[src/rtl/fut_pkg.sv]
package fut_pkg;
    typedef enum logic [1:0] {
        CLS_NONE    = 2'b00,
        CLS_COMPUTE = 2'b01,
        CLS_MEMORY  = 2'b10,
        CLS_MOVE    = 2'b11
    } op_class_e;

    typedef enum logic [1:0] {
        TS_IDLE = 2'b00,
        TS_READ = 2'b01,
        TS_WAIT = 2'b10
    } touch_st_e;
endpackage

[src/rtl/fut_tag_check.sv]
module fut_tag_check #(
    parameter int DATA_W  = 32,
    parameter int NUM_OPS = 2,
    localparam int IDX_W  = (NUM_OPS > 1) ? $clog2(NUM_OPS) : 1
) (
    input  logic                            enable,
    input  logic [NUM_OPS-1:0][DATA_W-1:0]  ops,
    output logic                            hit,
    output logic [IDX_W-1:0]                hit_idx
);
    logic [NUM_OPS-1:0] is_fut;

    for (genvar g = 0; g < NUM_OPS; g++) begin : g_lsb
        assign is_fut[g] = ops[g][0];
    end

    always_comb begin
        hit     = enable && (|is_fut);
        hit_idx = '0;
        for (int i = NUM_OPS - 1; i >= 0; i--) begin
            if (is_fut[i]) hit_idx = IDX_W'(i);
        end
    end
endmodule

[src/rtl/fut_touch_fsm.sv]
module fut_touch_fsm
    import fut_pkg::*;
#(
    parameter int DATA_W    = 32,
    parameter int TAG_W     = 3,
    parameter int SLOT_OFS  = 4,
    parameter int MAX_CHAIN = 3,
    localparam int HOP_W    = $clog2(MAX_CHAIN + 1)
) (
    input  logic              clk,
    input  logic              rst_n,
    input  logic              req,
    input  logic [DATA_W-1:0] ptr,
    output logic              rd_en,
    output logic [DATA_W-1:0] rd_addr,
    input  logic [DATA_W-1:0] rd_data,
    input  logic              rd_full,
    output logic              busy,
    output logic              done,
    output logic [DATA_W-1:0] value,
    output logic              sw,
    output logic              ovr
);
    localparam logic [DATA_W-1:0] TAG_MASK = DATA_W'((1 << TAG_W) - 1);

    typedef struct packed {
        touch_st_e         st;
        logic [DATA_W-1:0] ptr;
        logic [HOP_W-1:0]  hops;
        logic              done;
        logic              sw;
        logic              ovr;
        logic [DATA_W-1:0] value;
    } touch_s;

    touch_s st_d, st_q;

    always_comb begin
        st_d      = st_q;
        st_d.done = 1'b0;
        st_d.sw   = 1'b0;
        st_d.ovr  = 1'b0;
        case (st_q.st)
            TS_IDLE: begin
                if (req) begin
                    st_d.st   = TS_READ;
                    st_d.ptr  = ptr;
                    st_d.hops = '0;
                end
            end
            TS_READ: st_d.st = TS_WAIT;
            TS_WAIT: begin
                if (!rd_full) begin
                    st_d.sw = 1'b1;
                    st_d.st = TS_IDLE;
                end else if (!rd_data[0]) begin
                    st_d.done  = 1'b1;
                    st_d.value = rd_data;
                    st_d.st    = TS_IDLE;
                end else if (st_q.hops == HOP_W'(MAX_CHAIN)) begin
                    st_d.ovr = 1'b1;
                    st_d.st  = TS_IDLE;
                end else begin
                    st_d.ptr  = rd_data;
                    st_d.hops = st_q.hops + HOP_W'(1);
                    st_d.st   = TS_READ;
                end
            end
            default: st_d.st = TS_IDLE;
        endcase
    end

    always_ff @(posedge clk) begin
        if (!rst_n) begin
            st_q <= '{st: TS_IDLE, ptr: '0, hops: '0, done: 1'b0,
                      sw: 1'b0, ovr: 1'b0, value: '0};
        end else begin
            st_q <= st_d;
        end
    end

    assign rd_en   = (st_q.st == TS_READ);
    assign rd_addr = (st_q.ptr & ~TAG_MASK) + DATA_W'(SLOT_OFS);
    assign busy    = (st_q.st != TS_IDLE);
    assign done    = st_q.done;
    assign value   = st_q.value;
    assign sw      = st_q.sw;
    assign ovr     = st_q.ovr;

    // a touch never reports two outcomes at once
    p_one_outcome_r8: assert property (@(posedge clk) disable iff (!rst_n)
        $onehot0({done, sw, ovr}));

    // an accepted request issues a read next cycle
    p_read_after_accept_r5: assert property (@(posedge clk) disable iff (!rst_n)
        (!busy && req) |=> rd_en);

    // an empty slot seen in the wait state yields a switch
    p_switch_on_empty_r7: assert property (@(posedge clk) disable iff (!rst_n)
        (st_q.st == TS_WAIT && !rd_full) |=> sw);

    // a delivered value is never itself a future
    p_done_plain_r6: assert property (@(posedge clk) disable iff (!rst_n)
        done |-> !value[0]);

    // the walked pointer does not move while a read is pending
    p_ptr_held_r9: assert property (@(posedge clk) disable iff (!rst_n)
        rd_en |=> $stable(st_q.ptr));
endmodule

[src/rtl/fut_touch_unit.sv]
module fut_touch_unit
    import fut_pkg::*;
#(
    parameter int DATA_W    = 32,
    parameter int TAG_W     = 3,
    parameter int SLOT_OFS  = 4,
    parameter int MAX_CHAIN = 3
) (
    input  logic              clk,
    input  logic              rst_n,
    input  logic              chk_valid,
    input  logic [1:0]        chk_class,
    input  logic [DATA_W-1:0] chk_op_a,
    input  logic [DATA_W-1:0] chk_op_b,
    output logic              trap,
    output logic              trap_idx,
    input  logic              touch_req,
    input  logic [DATA_W-1:0] touch_ptr,
    output logic              mem_rd_en,
    output logic [DATA_W-1:0] mem_rd_addr,
    input  logic [DATA_W-1:0] mem_rd_data,
    input  logic              mem_rd_full,
    output logic              touch_busy,
    output logic              touch_done,
    output logic [DATA_W-1:0] touch_value,
    output logic              touch_switch,
    output logic              touch_overrun
);
    localparam int NUM_OPS = 2;

    op_class_e                      cls;
    logic                           strict_chk;
    logic [NUM_OPS-1:0][DATA_W-1:0] ops;

    assign cls        = op_class_e'(chk_class);
    assign strict_chk = chk_valid && (cls == CLS_COMPUTE || cls == CLS_MEMORY);
    assign ops        = {chk_op_b, chk_op_a};

    fut_tag_check #(
        .DATA_W (DATA_W),
        .NUM_OPS(NUM_OPS)
    ) u_check (
        .enable (strict_chk),
        .ops    (ops),
        .hit    (trap),
        .hit_idx(trap_idx)
    );

    fut_touch_fsm #(
        .DATA_W   (DATA_W),
        .TAG_W    (TAG_W),
        .SLOT_OFS (SLOT_OFS),
        .MAX_CHAIN(MAX_CHAIN)
    ) u_fsm (
        .clk    (clk),
        .rst_n  (rst_n),
        .req    (touch_req),
        .ptr    (touch_ptr),
        .rd_en  (mem_rd_en),
        .rd_addr(mem_rd_addr),
        .rd_data(mem_rd_data),
        .rd_full(mem_rd_full),
        .busy   (touch_busy),
        .done   (touch_done),
        .value  (touch_value),
        .sw     (touch_switch),
        .ovr    (touch_overrun)
    );

    // non-strict or idle classes never trap
    p_move_no_trap_r3: assert property (@(posedge clk) disable iff (!rst_n)
        (!chk_valid || chk_class == 2'b11 || chk_class == 2'b00) |-> !trap);

    // the reported operand really carries the future tag
    p_trap_points_r1: assert property (@(posedge clk) disable iff (!rst_n)
        trap |-> (trap_idx ? chk_op_b[0] : chk_op_a[0]));

    // a trap only comes from a strict class
    p_trap_strict_r2: assert property (@(posedge clk) disable iff (!rst_n)
        trap |-> (chk_valid && (chk_class == 2'b01 || chk_class == 2'b10)));

    // no reads while idle
    p_idle_quiet_r10: assert property (@(posedge clk) disable iff (!rst_n)
        !touch_busy |-> !mem_rd_en);
endmodule

[config.mk]
export PLATFORM = sky130hd
export DESIGN_NAME = fut_touch_unit
export DESIGN_NICKNAME = d
export VERILOG_FILES = /design/src/rtl/fut_pkg.sv /design/src/rtl/fut_tag_check.sv /design/src/rtl/fut_touch_fsm.sv /design/src/rtl/fut_touch_unit.sv
export SDC_FILE = /design/constraint.sdc
export NUM_CORES = 1
export LEC_CHECK = 0
export ABC_AREA = 1
export ABC_CLOCK_PERIOD_IN_PS = 2400
export CAP_MARGIN = 20
export CELL_PAD_IN_SITES_DETAIL_PLACEMENT = 1
export CELL_PAD_IN_SITES_GLOBAL_PLACEMENT = 1
export CORE_MARGIN = 4
export CORE_UTILIZATION = 27
export CTS_CLUSTER_DIAMETER = 100
export DETAILED_ROUTE_END_ITERATION = 10
export GPL_TIMING_DRIVEN = 0
export PLACE_DENSITY = 0.85
export SYNTH_ARGS = -nofsm -noshare
export SYNTH_HDL_FRONTEND = slang
export SYNTH_HIERARCHICAL = 1
export SYNTH_SLANG_ARGS = --single-unit
[constraint.sdc]
create_clock -name clk -period 2.4 [get_ports clk]
set_clock_uncertainty 0.15 [all_clocks]
set_input_delay 0.6 -clock clk [delete_from_list [all_inputs] [get_ports clk]]
set_output_delay 0.6 -clock clk [all_outputs]
set_load 0.1 [all_outputs]
==> impl_metrics.yaml, run 1 <==
worst_hold_path:
  hold_start: "u_fsm/value[31]"
  min_path_cells: 2
  min_to: "u_fsm/value[31]"
  holdCritPathClass: "reg2reg"
placed_design:
  portBuffers: 135
  dp_slack_ps: -883
  postPlaceCellArea_um2: 5100
  routabilityCongestion: 0.862
  dp_cells: 854
  dp_hpwl_um: 10400
die:
  core_area_um2: 12700
  dieArea_um2: 14900
  die_y_um: 122
  initial_core_util_pct: 27.8
  ios: 206
  num_rows: 41
  die_x_um: 122
detailed_routing:
  wirelength_met1_um: 5440
  ant_nets: 0
  initialDrtViolationCount: 142
  dr.max_layer_used: "met4"
  wl_um: 13000
  wl_per_cell_um: 15.0
  wl_met2_um: 6410
  drcViolationCount: 0
  dr_wl_met3_um: 980
  via_per_inst: 4.32
  drtPass1Iterations: 4
  dr_total_vias: 3746
power_and_ir_drop:
  total_power_mw: 3.78
  p_leak_nw: 2.61
  power.density_nw_per_um2: 707
  peakVddDrop_uv: 403
sta:
  fmax_ghz: 0.424
  worst_slew_pin_slew_ps: 1020
  hold_viol: 0
  setup_viol: 0
  holdWs_ps: 316
  final.period_utilization_pct: 98.2
  setup_slack_ps: 44.0
  slew_violations: 0
  tns_ps: 0
  maxSlewHeadroom_pct: 32.2
  final.min_clock_period_ps: 2360
  rsz0062_at_grt: "true"
synthesis:
  syn-cell-area_um2: 3520
  synth_area_leaders: "dfxtp_1 (38%), nand2_1 (18%), buf_4 (15%)"
  yosysTopAreaCellShare_pct: 38.1
  synth_cells: 545
  synth-warning-count: 6
  synth_cell_types: 20
  ys_seq_elements: 67
  yosysSeqAreaShare_pct: 38.1
  syn_area_per_cell_um2: 6.46
  yosys.area.top_type: "dfxtp_1"
cts:
  cts-buffers-inserted: 9
  cts_tree: "yes"
  cts-root-buf: "clkbuf_16"
  clkSlewWorstSetupHoldPaths_ps: 50
  cts.sinks: 67
  post-cts-setup-buffers: 0
  ctsHoldBuffers: 0
  cts_max_path_buffers: 2
  clk_latency_ps: 320
  h-tree-depth: 3
layout:
  stdcell_area_um2: 5350
  area_delta_synth_final_pct: 52.0
  final_nets: 829
  drive_gt1_share_pct: 16.1
  num_antenna_cells: 0
  fin_util_pct: 42.2
  stdcell_count: 868
global_route:
  grt_max_degree: 11
  grt_pass1_vias: 4179
  grt_antenna_before_repair: 0
  grt_first_pass_wirelength_um: 20900
  gr-total-overflow: 0
  track_usage_pct: 18.0
setup_path:
  crit_fanout: 2
  cp-end-kind: "output pin"
  r2r_cells: 6
  crit_type: "reg2out"
  cp.required_ps: 1650
  reg2reg_from: "u_fsm/st_q[70]"
  r2r_slack_ps: 740
  reg2reg_to: "u_fsm/value[19]"
  critical_path.startpoint_type: "register"
  arrival_ps: 1610
outcome:
  status: "finished, final reports clean"
run:
  maxCapViolCount: 0
==> cell usage after synthesis <==
library cell and n:
nand3b_1 10, nand3_1 1, inv_2 2, buf_1 4, buf_6 1, nor2_1 133
nor2_2 1, inv_1 29, clkbuf_1 6, nor3_1 2, buf_4 72, conb_1 2
dfxtp_1 67, a31oi_1 1, nor4_1 1, o21ai_0 2, a21oi_1 29, nand2_1 172
ha_1 1, buf_2 9
==> placed cells by master, fill, tap and decap left out, types with 2 or more instances in the layout <==
| cell | n |
|---|---|
| a21oi_1 | 29 |
| buf_1 | 4 |
| buf_2 | 9 |
| buf_4 | 72 |
| clkbuf_1 | 6 |
| clkbuf_16 | 9 |
| clkbuf_2 | 6 |
| clkbuf_8 | 3 |
| clkdlybuf4s15_1 | 30 |
| clkdlybuf4s50_1 | 67 |
| conb_1 | 4 |
| dfxtp_1 | 67 |
| dlygate4sd2_1 | 27 |
| inv_1 | 29 |
| inv_2 | 2 |
| nand2_1 | 172 |
| nand3b_1 | 10 |
| nor2_1 | 130 |
| nor2_2 | 4 |
| nor3_1 | 2 |
| o21ai_0 | 2 |
==> worst max-delay path: stages (launching register included) <==
cell and delay (ps):
dfxtp_1 330, buf_4 110, dlygate4sd2_1 850
==> cell type report <==
cell class,count,area (um^2)
Fill cell,1624,7320
Inverter,31,116
Multi-Input combinational cell,357,1440
Tap cell,172,215
Timing Repair Buffer,135,1300
Clock buffer,12,267
Buffer,92,634
Clock inverter,2,35.0
Sequential cell,67,1340
==> how the worst max path moves through the flow <==
stage / start / to / slack, ps / cells past startpoint
final: u_fsm/value[30] / touch_value[30] / 40 / 2
after global routing: chk_class[1] / trap / -20 / 7
after CTS: u_fsm/value[15] / touch_value[15] / 10 / 2
after detailed placement: chk_class[0] / trap / -880 / 6
after global placement: chk_class[0] / trap / -840 / 6
after floorplan: chk_class[1] / trap / 50 / 5
==> sequential cells by signal (all words and copies together), names as in the netlist <==
name,count
u_fsm/done,1
u_fsm/value,31
u_fsm/sw,1
u_fsm/st_q,33
u_fsm/ovr,1
==> layer usage <==
layer	up-vias	GRT usage, %
li1	1861	-
met1	1757	20.8
met2	118	32.6
met3	10	5.48
met4	0	4.27
met5	-	0
==> logic make-up after synthesis <==
kind of cell / Yosys count / synth area share (%)
adder cells (fa/ha/maj): 1 / 0.355
flip-flops: 67 / 38.1
AO/OA/AOI/OAI: 32 / 4.58
buffers and inverters: 123 / 21.3
other: 2 / 0.213
AND/OR/NAND/NOR: 320 / 35.4
==> report_power, final <==
part	internal, mW	switching [mW]
combinational	0.369	0.862
sequential	1.19	0.0400
clock	0.875	0.450
total	2.43	1.35
==> what timing repair did <==
action	in CTS	in global routing
resized for setup	85	43
setup endpoints to repair	67	38
pin swaps	0	1
Note: power is estimated with default switching activity, not from simulation.
==> run 2: changes to the inputs <==
Settings changed: ABC_CLOCK_PERIOD_IN_PS 2400 to 2200, CORE_UTILIZATION 27 to 25, GPL_TIMING_DRIVEN 0 to unset, PLACE_DENSITY 0.85 to 0.79.
Clock period 2.4 ns to 2.2 ns, I/O delays scaled along.
==> impl_metrics.yaml, run 2 (synthesis results as in run 1) <==
placed_design:
  routabilityCongestion: 0.879
  portBuffers: 136
  dp_hpwl_um: 9430
setup_path:
  critical_path.startpoint_type: "input port"
  crit_type: "in2out"
  crit_chain: "clkdlybuf4s50_1 > nor2_1 > nor2_2 > buf_12"
  crit_family: "buffers and inverters"
  critPathSlowestCell: "clkdlybuf4s50_1"
  path_buf_inv: 2
  cp.required_ps: 1500
  cp-end-kind: "output pin"
  arrival_ps: 1450
  crit_fanout: 2
  cpPeakStageDelay_ps: 500
global_route:
  grt_pass1_vias: 3820
  grt_first_pass_wirelength_um: 19300
  gr-total-overflow: 0
  track_usage_pct: 15.3
  grt_max_degree: 42
  grt_antenna_before_repair: 0
detailed_routing:
  wl_per_cell_um: 14.7
  wl_um: 11800
  drcViolationCount: 0
  ant_nets: 0
  dr_total_vias: 3484
  initialDrtViolationCount: 210
  via_per_inst: 4.33
  drtPass1Iterations: 4
die:
  die_y_um: 127
  dieArea_um2: 16000
  num_rows: 43
  ios: 206
  core_area_um2: 13800
  initial_core_util_pct: 25.5
  die_x_um: 127
layout:
  layout_common_cells: "nand2_1 (172), nor2_1 (130), dfxtp_1 (67)"
  final_nets: 758
  multi_input_comb_area_um2: 1440
  seq_area_um2: 1340
  drive_gt1_share_pct: 17.0
  fill_cells: 1706
  layout_commonest_cell: "nand2_1"
  largest_register: "u_fsm/st_q"
  num_antenna_cells: 0
  largest_reg_flops: 33
  area_delta_synth_final_pct: 48.9
sta:
  tns_ps: 0
  hold_viol: 0
  final.period_utilization_pct: 97.6
  rsz0062_at_grt: "false"
  setup_viol: 0
  holdWs_ps: 326
  final.min_clock_period_ps: 2150
  slew_violations: 0
  fmax_ghz: 0.466
power_and_ir_drop:
  peakVddDrop_uv: 473
  p_comb_share_pct: 34.6
  pwr-share-clk_pct: 31.2
  p_leak_nw: 2.35
  p_seq_share_pct: 34.2
  netSwitchingPower_mw: 1.48
  power.density_nw_per_um2: 760
  intPower_mw: 2.50
  switching_share_pct: 37.2
cts:
  cts.sinks: 67
  cts_max_path_buffers: 2
  h-tree-depth: 3
  cts-buffers-inserted: 9
  cts_tree: "yes"
  ctsHoldBuffers: 0
  post-cts-setup-buffers: 0
  clk_latency_ps: 330
  cts-root-buf: "clkbuf_16"
  clkSlewWorstSetupHoldPaths_ps: 50
run:
  maxCapViolCount: 0
outcome:
  status: "finished, final reports clean"
worst_hold_path:
  holdCritPathClass: "reg2reg"
run 2: path summary, 6_finish.rpt:
| kind | start | endpoint | slack, ps | cells after the start |
|---|---|---|---|---|
| worst max-delay path | chk_op_a[0] | trap | 50 | 4 |
| worst min-delay path | u_fsm/value[19] | u_fsm/value[19] | 330 | 2 |
| worst max register to register | u_fsm/st_q[69] | u_fsm/st_q[55] | 600 | 9 |
| worst min register to register | u_fsm/value[19] | u_fsm/value[19] | 330 | 2 |
run 2: power groups by stage:
| stage | Sequential (mW) | Combinational (mW) | Clock (mW) |
|---|---|---|---|
| final | 1.36 | 1.38 | 1.24 |
| after floorplan | 1.35 | 0.997 | 0 |
| after global routing | 1.37 | 1.46 | 1.34 |
| after detailed placement | 1.39 | 1.39 | 0 |
| after global placement | 1.38 | 1.37 | 0 |
| after CTS | 1.36 | 1.40 | 1.29 |
run 2: through the flow:
step	instance area (um^2)	total power, mW	util (%)	setup WS, ps	instances
6_report	5240	3.98	37.9	52.6	805
5_1_grt	5240	4.18	37.9	6.14	805
4_1_cts	5240	4.05	37.9	15.5	805
3_5_place_dp	5000	2.78	36.1	-90.1	791
3_3_place_gp	5000	2.75	36.1	-68.4	791
2_1_floorplan	3540	2.35	-	-52.2	547
run 2: what timing repair did:
item                       4_1_cts  5_1_grt
setup endpoints to repair        1        1
gates resized for setup          3        0
pin swaps                        3        1
hold endpoints to repair         0        0
run 2: worst reg2reg max path, cell delays in order (launching register included):
cell     delay (ps)
dfxtp_1         380
inv_1           100
nand2_1         120
buf_4           220
nor2_1           80
buf_4           160
nand2_1          60
nand2_1          70
nor2_1          100
nor2_1           60
run 2: cell type report:
class | instances | share of cell area, %
Multi-Input combinational cell | 357 | 27.5
Clock buffer | 10 | 4.37
Clock inverter | 4 | 0.382
Sequential cell | 67 | 25.6
Tap cell | 180 | 4.30
Timing Repair Buffer | 156 | 35.6
Inverter | 31 | 2.22
run 2: routing by layer:
metal | vias up | GRT usage [%] | routed length (um)
li1 | 1727 | - | -
met1 | 1626 | 16.3 | 4540
met2 | 119 | 27.3 | 6000
met3 | 12 | 6.40 | 1120
met4 | 0 | 5.11 | 174
met5 | - | 0 | 0
